--- config.mk ---
export PLATFORM = sky130hd
export DESIGN_NAME = lrcf_mul
export DESIGN_NICKNAME = d
export VERILOG_FILES = /design/src/rtl/lrcf_pkg.sv /design/src/rtl/lrcf_pp_gen.sv /design/src/rtl/lrcf_csa.sv /design/src/rtl/lrcf_digit_sel.sv /design/src/rtl/lrcf_otf_step.sv /design/src/rtl/lrcf_mul.sv
export SDC_FILE = /design/constraint.sdc
export NUM_CORES = 1
export LEC_CHECK = 0
export CAP_MARGIN = 10
export CORE_ASPECT_RATIO = 0.5
export CORE_UTILIZATION = 65
export DETAILED_ROUTE_END_ITERATION = 10
export DONT_BUFFER_PORTS = 1
export PLACE_DENSITY_LB_ADDON = 0.08
export SLEW_MARGIN = 20
export SYNTH_ARGS = -nofsm -noshare
export SYNTH_HDL_FRONTEND = slang
export SYNTH_HIERARCHICAL = 1
export SYNTH_SLANG_ARGS = --single-unit
--- constraint.sdc ---
create_clock -name clk -period 7 [get_ports clk]
set_input_delay 1.4 -clock clk [delete_from_list [all_inputs] [get_ports clk]]
set_output_delay 1.4 -clock clk [all_outputs]
set_load 0.05 [all_outputs]
--- src/rtl/lrcf_pkg.sv ---
package lrcf_pkg;
    // signed radix-4 digit, wide enough for -4..3
    typedef logic signed [2:0] digit_t;
    // fractional bits of the digit-selection estimate
    localparam int EST_FRAC  = 5;
    // guard bits of the residual above the n-bit magnitude
    localparam int RES_GUARD = 5;
    // rounding offset used by the selection, in estimate ulps
    localparam int SEL_BIAS  = 17;
endpackage

--- src/rtl/lrcf_pp_gen.sv ---
module lrcf_pp_gen
    import lrcf_pkg::*;
#(
    parameter int N  = 16,
    parameter int RW = N + 5
) (
    input  logic [2:0]    grp,
    input  logic          neg,
    input  logic [N-1:0]  x,
    output logic [RW-1:0] addend,
    output logic          inj
);
    digit_t        raw;
    digit_t        eff;
    logic [RW-1:0] xe;
    logic [RW-1:0] mv;

    always_comb begin
        unique case (grp)
            3'b000:  raw = 3'sd0;
            3'b001:  raw = 3'sd1;
            3'b010:  raw = 3'sd1;
            3'b011:  raw = 3'sd2;
            3'b100:  raw = -3'sd2;
            3'b101:  raw = -3'sd1;
            3'b110:  raw = -3'sd1;
            default: raw = 3'sd0;
        endcase
        eff = neg ? -raw : raw;
        xe  = {{(RW-N){x[N-1]}}, x};
        unique case (eff)
            3'sd2, -3'sd2: mv = xe << 1;
            3'sd1, -3'sd1: mv = xe;
            default:       mv = '0;
        endcase
        if (eff[2]) begin
            addend = ~mv;
            inj    = 1'b1;
        end else begin
            addend = mv;
            inj    = 1'b0;
        end
    end
endmodule

--- src/rtl/lrcf_csa.sv ---
module lrcf_csa #(
    parameter int W = 21
) (
    input  logic [W-1:0] in_a,
    input  logic [W-1:0] in_b,
    input  logic [W-1:0] in_c,
    output logic [W-1:0] sum,
    output logic [W-1:0] carry
);
    logic [W-1:0] maj;

    for (genvar i = 0; i < W; i++) begin : g_bit
        assign sum[i] = in_a[i] ^ in_b[i] ^ in_c[i];
        assign maj[i] = (in_a[i] & in_b[i]) | (in_a[i] & in_c[i]) | (in_b[i] & in_c[i]);
    end

    assign carry = {maj[W-2:0], 1'b0};
endmodule

--- src/rtl/lrcf_digit_sel.sv ---
module lrcf_digit_sel
    import lrcf_pkg::*;
#(
    parameter int EW = 8
) (
    input  logic [EW-1:0] s_top,
    input  logic [EW-1:0] c_top,
    output digit_t        q,
    output logic          in_range
);
    logic [EW-1:0]      est;
    logic signed [EW:0] t;
    logic signed [EW:0] qr;

    always_comb begin
        est      = s_top + c_top;
        t        = $signed({est[EW-1], est}) + (EW+1)'(SEL_BIAS);
        qr       = t >>> EST_FRAC;
        in_range = (qr >= -(EW+1)'(2)) && (qr <= (EW+1)'(2));
        if (in_range) begin
            q = qr[2:0];
        end else begin
            q = qr[EW] ? -3'sd2 : 3'sd2;
        end
    end
endmodule

--- src/rtl/lrcf_otf_step.sv ---
module lrcf_otf_step
    import lrcf_pkg::*;
#(
    parameter int N = 16
) (
    input  logic [N-1:0] q_in,
    input  logic [N-1:0] qm_in,
    input  digit_t       d,
    output logic [N-1:0] q_out,
    output logic [N-1:0] qm_out
);
    digit_t dm1;
    logic   d_pos;

    always_comb begin
        dm1   = d - 3'sd1;
        d_pos = !d[2] && (d != 3'sd0);
        // appended digit is d mod 4 in both cases; only the prefix is chosen
        q_out  = d[2]  ? {qm_in[N-3:0], d[1:0]}   : {q_in[N-3:0], d[1:0]};
        qm_out = d_pos ? {q_in[N-3:0], dm1[1:0]}  : {qm_in[N-3:0], dm1[1:0]};
    end
endmodule

--- src/rtl/lrcf_mul.sv ---
module lrcf_mul
    import lrcf_pkg::*;
#(
    parameter int N = 16
) (
    input  logic         clk,
    input  logic         rst_n,
    input  logic         start,
    input  logic [N-1:0] a_in,
    input  logic [N-1:0] b_in,
    output logic         done,
    output logic         prod_sign,
    output logic [N-1:0] prod_mag
);
    localparam int M     = N / 2;
    localparam int RW    = N + RES_GUARD;
    localparam int EW    = RW - (N - 3);
    localparam int TOPW  = RW - (N + 2);
    localparam int CNT_W = $clog2(M + 1) + 1;

    typedef struct packed {
        logic             busy;
        logic             done;
        logic             neg;
        logic             sgn;
        logic [CNT_W-1:0] cnt;
        logic [N:0]       br;
        logic [N-1:0]     x;
        logic [RW-1:0]    s;
        logic [RW-1:0]    c;
        logic [N-1:0]     q;
        logic [N-1:0]     qm;
    } st_t;

    st_t st_d, st_q;

    logic          last;
    logic [RW-1:0] addend;
    logic          inj;
    logic [RW-1:0] s_sh, c_sh;
    logic [RW-1:0] s_csa, c_csa;
    logic [RW-1:0] s_step;
    digit_t        it_dig;
    logic          sel_ok;
    logic [N:0]    cy;
    logic [RES_GUARD-1:0] fsum;
    digit_t        fdig;
    digit_t        otf_dig;
    logic [N-1:0]  q_nx, qm_nx;

    assign last = (st_q.cnt == CNT_W'(M));

    // multiple of the multiplicand for the current multiplier digit
    lrcf_pp_gen #(.N(N), .RW(RW)) u_pp (
        .grp    (st_q.br[N:N-2]),
        .neg    (st_q.neg),
        .x      (st_q.x),
        .addend (addend),
        .inj    (inj)
    );

    assign s_sh = st_q.s << 2;
    assign c_sh = (st_q.c << 2) | {{(RW-1){1'b0}}, inj};

    lrcf_csa #(.W(RW)) u_csa (
        .in_a  (s_sh),
        .in_b  (c_sh),
        .in_c  (addend),
        .sum   (s_csa),
        .carry (c_csa)
    );

    lrcf_digit_sel #(.EW(EW)) u_sel (
        .s_top    (s_csa[RW-1:N-3]),
        .c_top    (c_csa[RW-1:N-3]),
        .q        (it_dig),
        .in_range (sel_ok)
    );

    // retire the selected digit from the top field of the sum row
    assign s_step = {s_csa[RW-1:N+2] - TOPW'(it_dig), s_csa[N+1:0]};

    // carry-out of the low residual rows: the only chain in the block
    assign cy[0] = 1'b0;
    for (genvar g = 0; g < N; g++) begin : g_cy
        assign cy[g+1] = (st_q.s[g] & st_q.c[g]) | ((st_q.s[g] ^ st_q.c[g]) & cy[g]);
    end

    assign fsum    = st_q.s[RW-1:N] + st_q.c[RW-1:N] + {{(RES_GUARD-1){1'b0}}, cy[N]};
    assign fdig    = fsum[2:0];
    assign otf_dig = last ? fdig : it_dig;

    lrcf_otf_step #(.N(N)) u_otf (
        .q_in   (st_q.q),
        .qm_in  (st_q.qm),
        .d      (otf_dig),
        .q_out  (q_nx),
        .qm_out (qm_nx)
    );

    always_comb begin
        st_d = st_q;
        if (st_q.busy) begin
            st_d.q  = q_nx;
            st_d.qm = qm_nx;
            if (!last) begin
                st_d.s   = s_step;
                st_d.c   = c_csa;
                st_d.br  = {st_q.br[N-2:0], 2'b00};
                st_d.cnt = st_q.cnt + 1'b1;
            end else begin
                st_d.busy = 1'b0;
                st_d.done = 1'b1;
            end
        end else if (start) begin
            st_d.busy = 1'b1;
            st_d.done = 1'b0;
            st_d.cnt  = '0;
            st_d.br   = {b_in, 1'b0};
            st_d.x    = a_in;
            st_d.neg  = a_in[N-1] ^ b_in[N-1];
            st_d.sgn  = (a_in[N-1] ^ b_in[N-1]) & (|a_in) & (|b_in);
            st_d.s    = '0;
            st_d.c    = '0;
            st_d.q    = '0;
            st_d.qm   = '1;
        end
    end

    always_ff @(posedge clk or negedge rst_n) begin
        if (!rst_n) begin
            st_q    <= '0;
            st_q.qm <= '1;
        end else begin
            st_q <= st_d;
        end
    end

    assign done      = st_q.done;
    assign prod_sign = st_q.sgn;
    assign prod_mag  = st_q.q;

    // residual stays inside the bound that keeps digits in -2..2
    assert_digit_bound_R7: assert property (@(posedge clk) disable iff (!rst_n)
        (st_q.busy && !last) |-> sel_ok);

    // closing correction digit stays in -3..2
    assert_final_digit_R7: assert property (@(posedge clk) disable iff (!rst_n)
        (st_q.busy && last) |-> ($signed(fsum) >= -5'sd3 && $signed(fsum) <= 5'sd2));

    // converter registers stay one apart
    assert_otf_pair_R8: assert property (@(posedge clk) disable iff (!rst_n)
        st_q.busy |-> (st_q.q == st_q.qm + 1'b1));

    // done rises only after the last iteration
    assert_done_latency_R1: assert property (@(posedge clk) disable iff (!rst_n)
        $rose(st_q.done) |-> ($past(st_q.busy) && $past(st_q.cnt) == CNT_W'(M)));

    // result holds while no start arrives
    assert_result_hold_R5: assert property (@(posedge clk) disable iff (!rst_n)
        (st_q.done && !start) |=> (done && $stable(prod_mag) && $stable(prod_sign)));
endmodule

==> results of run 1 <==
==> tightest hold or removal path, delay by kind of cell, from the launching register on <==
family,cells,cell delay [ns]
flops,1,0.37
simple gates,1,0.07
compound gates,1,0.07
==> per-stage QoR <==
stage               cell area [um2]  worst slack (ns)  instances
floorplan                      6920              1.61        724
global placement               6710             0.991        804
detailed placement             6710             0.807        804
CTS                            7010             0.747        820
global route                   7010             0.228        820
finish                         7010             0.716        820
==> registers in the layout, summed over array words and instances, names as in the netlist <==
signal     cells
st_q          72
s_sh          19
prod_mag      16
done           1
prod_sign      1
==> metal layers <==
layer / global-route usage (%) / share of wire [%]
met1: 38.0 / 48
met2: 42.1 / 46
met3: 6.36 / 5.4
met4: 5.27 / 0.62
met5: 0 / 0
==> worst max path at each step <==
stage	from	slack, ns	cells after the start	to
after global placement	st_q[105]	0.99	24	st_q[13]
after global routing	st_q[104]	0.23	24	st_q[13]
after CTS	st_q[104]	0.75	24	st_q[13]
final	st_q[104]	0.72	24	st_q[13]
after floorplan	st_q[105]	1.61	26	st_q[2]
after detailed placement	st_q[104]	0.81	24	st_q[12]
==> cells in the final DEF, fill, tap and decap left out, drive strengths merged, types with 4 or more instances in the layout <==
cell type / n
nand2: 188
dfrtp: 95
nand3: 44
o21ai: 29
ha: 26
mux2: 26
fa: 23
xnor2: 21
nor2: 21
nor2b: 18
a22o: 17
a211oi: 16
a22oi: 15
a31oi: 14
dfstp: 14
inv: 13
clkbuf: 10
xor2: 8
nor4: 8
a21oi: 7
buf: 6
nor3: 6
o21a: 4
nand4: 4
conb: 4
mux2i: 4
a21o: 4
==> layout make-up <==
type / instances / area, um2 / share of cell area (%)
Tap cell: 140 / 175 / 2.50
Inverter: 10 / 37.5 / 0.535
Timing Repair Buffer: 6 / 45.0 / 0.642
Clock buffer: 10 / 229 / 3.26
Multi-Input combinational cell: 539 / 3710 / 52.9
Sequential cell: 109 / 2750 / 39.2
Clock inverter: 6 / 70.1 / 0.999
==> results.cfg, run 1 <==
[global_route]
track_usage_pct = 26.6
grt_pass1_vias = 4584
grt_pass1_wl_um = 22900
overflow = 0
antenna_found_initial = 0
grt_max_degree = 110

[setup_path]
critical_path.slowest_cell = a21oi_2
rr_worst_depth = 24
crit_required_ns = 7.25
cp_top_family = adder cells
critPathMaxFanout = 15
cp-end-kind = register
crit_path_start_kind = register
critPathMaxStageDelay_ns = 0.59
cp_num_buf_inv = 2
r2r-start = st_q[104]
rrSetupSlack_ns = 0.72
path_cells = xor2_1 -> inv_1 -> ha_1 -> xor2_1 -> xnor2_1 -> a21oi_2 -> a22oi_1 -> xnor2_1 -> fa_1 -> ha_1 -> fa_1 -> and3_2 -> o21a_1 -> o311ai_2 -> nor3_1 -> nor3b_2 -> nand2_1 -> nand2_1 -> inv_1 -> ha_1 -> nor2_8 -> mux2_2 -> nand2_1 -> o21ai_0
criticalPathCategory = register to register
worstPathArrival_ns = 6.54
reg2reg_to = st_q[13]

[finish]
num_antenna_cells = 0
final_util_pct = 68.2
drive_gt1_share_pct = 11.9
area_growth_pct = 1.48
n_fill_cell = 838
nNetsFinal = 759

[timing]
period_minus_slack_ns = 6.28
rsz0062_at_grt = false
worst_slew_pin_slew_ns = 0.920
timing.final.crit_share_pct = 89.8
slew_headroom_pct = 38.3
drv_slew = 0
hold_viol_final = 0
finClkSkew_ns = 0.00994
fmax_mhz = 159
timing.hold.ws_ns = 0.521
setup_viol = 0
finalSetupTns_ns = 0

[cts]
hold_buffers = 0
numCtsBuffers = 9
cts.clk_slew.worst_paths_ns = 0.08
cts_setup_buffers = 0
cts_max_level = 3
cts_buffer_depth = 2
cts.repair.resized = 0
clockRootBuffer = clkbuf_16
cts_tree = built
cts_sinks = 109
clk-insertion-delay-late_ns = 0.35

[die]
io_pins = 53
dieHeight_um = 74.9
start_util_pct = 67.2
die_area_mm2 = 0.0111
coreArea_mm2 = 0.0103
die_width_um = 148
row_count = 26

[hold_path]
hold_depth = 2
hp-class = register to register
holdPathEnd = st_q[2]
hold_path_startpoint = st_q[2]

[run_status]
status = finished, final reports clean

[logic_synthesis]
yosysWarningCount = 6
syn_area_per_cell_um2 = 9.57
synthCells = 722
syn_area_mm2 = 0.00691

[place]
dpl.hpwl_um = 9280
numPortBuffers = 0
gp_congestion = 0.811

[drt]
drc_errors = 0
wire_per_inst_um = 17.1
antenna_left = 0
via_count = 4956
wl_um = 14000
via_per_inst = 6.04
drtIter0Drc = 380
firstDrtPassIters = 4

[job]
maxCapViolations = 0
Power of run 1 is left out: the tool's default activity adds up to more than one toggle a clock period on the data nets, which glitch-free logic cannot reach.
==> inputs of run 2 (changes only) <==
CORE_UTILIZATION = 61   (was 65)
SETUP_SLACK_MARGIN = 0.4   (was unset)
==> results.cfg, run 2 (same netlist as run 1, synthesis figures left out) <==
[run_status]
status = complete, but fails checks
violations = DRC

[global_route]
grt_pass1_wl_um = 23700
overflow = 0
grt_pass1_vias = 4786
track_usage_pct = 25.2
grt_max_degree = 110
antenna_found_initial = 0

[cts]
cts_buffer_depth = 2
cts_setup_buffers = 0
cts.repair.resized = 0
cts_tree = built
clockRootBuffer = clkbuf_16
hold_buffers = 0
numCtsBuffers = 9
cts_max_level = 3
cts.clk_slew.worst_paths_ns = 0.07
clk-insertion-delay-late_ns = 0.35
cts_sinks = 109

[setup_path]
crit_path_start_kind = register
criticalPathCategory = register to register
cp-end-kind = register
worstPathArrival_ns = 6.24
critPathMaxFanout = 15
crit_required_ns = 7.26

[finish]
top_register = st_q
nNetsFinal = 760
largest_register_ffs = 72
drive_gt1_share_pct = 12.0
num_antenna_cells = 0
final_common_cell = nand2_1
mostFrequentLayoutCells = nand2_1 (188), dfrtp_1 (94), nand3_1 (44)
fin_area_mm2 = 0.00702
n_fill_cell = 930
area_growth_pct = 1.54

[place]
gp_congestion = 0.840
dpl.hpwl_um = 9400
dpl_cell_area_mm2 = 0.00673
numPortBuffers = 0

[drt]
via_per_inst = 5.85
drtIter0Drc = 331
via_count = 4829
firstDrtPassIters = 10
antenna_left = 0
wire_per_inst_um = 16.9
wl_um = 13900
drc_errors = 4

[die]
start_util_pct = 62.7
row_count = 27
io_pins = 53
dieHeight_um = 77.3
die_area_mm2 = 0.0118
die_width_um = 153
coreArea_mm2 = 0.0110

[timing]
slew_headroom_pct = 35.6
period_minus_slack_ns = 5.97
worst_slew_pin_slew_ns = 0.960
timing.final.crit_share_pct = 85.3
fmax_mhz = 167
finClkSkew_ns = 0.00501
hold_viol_final = 0
drv_slew = 0
setup_viol = 0
finalSetupTns_ns = 0
rsz0062_at_grt = false

[hold_path]
hp-class = register to register

[job]
maxCapViolations = 0
## run 2: changes by cell type in the layout (fill, tap and decap cells not counted)
| cell | delta |
|---|---|
| inv_6 | -3 |
| clkbuf_8 | +2 |
| clkinvlp_4 | +2 |
| buf_4 | +1 |
| bufinv_16 | -1 |
| clkinv_2 | -1 |
| clkinv_4 | +1 |
## run 2: stage by stage
stage                     hold slack [ns]  std cells  utilization [%]  worst slack (ns)
after global placement              0.495        810             61.1              1.25
after detailed placement            0.503        810             61.1              1.03
after CTS                           0.521        826             63.7              1.02
after floorplan                     0.447        724                -              1.61
final                               0.516        826             63.7              1.03
after global routing                0.549        826             63.7             0.541
## run 2: final timing paths
| path | startpoint | end | slack (ns) | cells after the start |
|---|---|---|---|---|
| max | st_q[104] | st_q[12] | 1.03 | 24 |
| min | st_q[81] | st_q[81] | 0.52 | 2 |
| max reg2reg | st_q[104] | st_q[12] | 1.03 | 24 |
| min reg2reg | st_q[81] | st_q[81] | 0.52 | 2 |
| max in group asynchronous | rst_n | st_q[10] | 6.03 | 0 |
| min in group asynchronous | rst_n | prod_mag[7] | 0.74 | 0 |
## run 2: per-layer routing
| metal | vias up | share of wire (%) | GRT usage, % |
|---|---|---|---|
| li1 | 2375 | - | - |
| met1 | 2365 | 49 | 35.6 |
| met2 | 75 | 45 | 39.4 |
| met3 | 14 | 4.8 | 6.33 |
| met4 | 0 | 0.91 | 5.05 |
| met5 | - | 0 | 0 |
## run 2: critical path: stages (launching register included)
cell      delay, ns
dfrtp_1        0.43
xor2_1         0.24
inv_1          0.12
ha_1           0.37
mux2i_1        0.09
or3_1          0.32
o21ai_2        0.24
a22oi_1        0.17
xnor2_1        0.28
fa_1           0.48
ha_1           0.25
fa_1           0.41
and3_2         0.25
o21a_1         0.20
o311ai_2       0.35
nor3_1         0.12
nor3b_2        0.25
nand2_1        0.07
nand2_1        0.12
inv_1          0.06
ha_1           0.25
nor2_8         0.26
mux2_2         0.37
nand2_1        0.06
o21ai_0        0.08
## run 2: layout make-up
| class | instances | area (um2) | share of cell area [%] |
|---|---|---|---|
| Multi-Input combinational cell | 539 | 3710 | 52.9 |
| Sequential cell | 109 | 2750 | 39.1 |
| Timing Repair Buffer | 7 | 52.6 | 0.749 |
| Clock inverter | 4 | 32.5 | 0.464 |
| Tap cell | 145 | 181 | 2.59 |
| Inverter | 10 | 37.5 | 0.535 |
| Clock buffer | 12 | 256 | 3.66 |
Power of run 2 is left out for the same reason.
==> inputs of run 3 (changes only) <==
CELL_PAD_IN_SITES_DETAIL_PLACEMENT = 1   (was unset)
CELL_PAD_IN_SITES_GLOBAL_PLACEMENT = 1   (was unset)
CORE_UTILIZATION = 50   (was 61)
==> results.cfg, run 3 (same netlist as run 1, synthesis figures left out) <==
[run_status]
status = finished, final reports clean

[drt]
via_count = 4968
via_per_inst = 5.84
antenna_left = 0
drc_errors = 0
wire_per_inst_um = 18.7
drtIter0Drc = 285
wl_um = 15900
firstDrtPassIters = 4

[place]
dpl_cell_area_mm2 = 0.00676
dp_cells = 835
gp_congestion = 0.768
dpl.hpwl_um = 10700
numPortBuffers = 0

[cts]
cts_tree = built
cts_setup_buffers = 0
cts_sinks = 109
hold_buffers = 0
numCtsBuffers = 9
clk-insertion-delay-late_ns = 0.35
cts_max_level = 3
cts.repair.resized = 0
cts.clk_slew.worst_paths_ns = 0.08
clockRootBuffer = clkbuf_16
cts_buffer_depth = 2

[timing]
setup_viol = 0
slew_headroom_pct = 43.9
worst_slew_pin_slew_ns = 0.838
fmax_mhz = 163
timing.final.crit_share_pct = 87.8
drv_slew = 0
finClkSkew_ns = 0.00897
period_minus_slack_ns = 6.15
rsz0062_at_grt = false
hold_viol_final = 0
finalSetupTns_ns = 0

[setup_path]
critical_path.slowest_cell = fa_1
path_cells = xor2_1 -> inv_1 -> ha_1 -> mux2i_1 -> or3_1 -> o21ai_2 -> a22oi_1 -> xnor2_1 -> fa_1 -> ha_1 -> fa_1 -> and3_2 -> o21a_1 -> o311ai_2 -> nor3_1 -> nor3b_2 -> nand2_1 -> nand2_1 -> inv_1 -> ha_1 -> nor2_8 -> mux2_4 -> nand2_1 -> o21ai_0
cp_top_family = adder cells
cp-end-kind = register
crit_required_ns = 7.24
criticalPathCategory = register to register
worstPathArrival_ns = 6.38
critPathMaxFanout = 15
critPathMaxStageDelay_ns = 0.49
crit_path_start_kind = register
cp_num_buf_inv = 2

[finish]
final_util_pct = 54.1
fin_area_mm2 = 0.00707
layout.cells.non_filler = 851
num_antenna_cells = 0
area_growth_pct = 2.26
drive_gt1_share_pct = 12.3
nNetsFinal = 760
final_common_cell = nand2_1
mostFrequentLayoutCells = nand2_1 (187), dfrtp_1 (94), nand3_1 (44)
largest_register_ffs = 72
top_register = st_q

[global_route]
grt_max_degree = 110
grt_pass1_vias = 5220
antenna_found_initial = 0
grt_pass1_wl_um = 27100
track_usage_pct = 24.0
overflow = 0

[die]
coreArea_mm2 = 0.0131
io_pins = 53
die_width_um = 168
dieHeight_um = 85.1
start_util_pct = 52.9
die_area_mm2 = 0.0143
row_count = 29

[hold_path]
hp-class = register to register

[job]
maxCapViolations = 0
==> run 3: changes by cell type in the layout (fill, tap and decap cells not counted), sizes merged <==
cell / delta
inv: +3
clkbuf: -3
bufinv: +1
clkinvlp: -1
==> run 3: worst paths after layout <==
check	cells past startpoint	slack, ns	from	end
worst max register to register	24	0.85	st_q[104]	st_q[7]
worst max-delay path	24	0.85	st_q[104]	st_q[7]
worst min register to register	2	0.52	st_q[12]	st_q[12]
max in group asynchronous	0	6.04	rst_n	st_q[10]
min in group asynchronous	0	0.74	rst_n	prod_mag[6]
worst min-delay path	2	0.52	st_q[12]	st_q[12]
==> run 3: routing by layer <==
| layer | track usage, % | share of wire [%] | vias up |
|---|---|---|---|
| met5 | 0 | 0 | - |
| met4 | 4.71 | 0.76 | 0 |
| met3 | 5.32 | 4.1 | 14 |
| met2 | 38.2 | 45 | 76 |
| met1 | 33.8 | 50 | 2502 |
| li1 | - | - | 2376 |
==> run 3: metrics by stage <==
step	hold WS [ns]	setup slack, ns
4_1_cts	0.525	0.869
3_3_place_gp	0.495	1.19
5_1_grt	0.548	0.436
6_report	0.525	0.852
3_5_place_dp	0.505	0.916
2_1_floorplan	0.447	1.61
==> run 3: tightest hold or removal path, delay by kind of cell (launching register included) <==
family / cells / cell delay (ns)
AO/OA/AOI/OAI: 1 / 0.08
AND/OR/NAND/NOR: 1 / 0.07
flip-flops: 1 / 0.37
==> run 3: cell type report <==
cell class | instances | area (um2)
fillers | 1476 | 6000
multi-input cells | 539 | 3710
flip-flops and latches | 109 | 2750
clock buffers | 9 | 225
well taps | 170 | 213
clock inverters | 7 | 80.1
repair buffers | 7 | 52.6
inverters | 10 | 37.5
Power of run 3 is left out for the same reason.
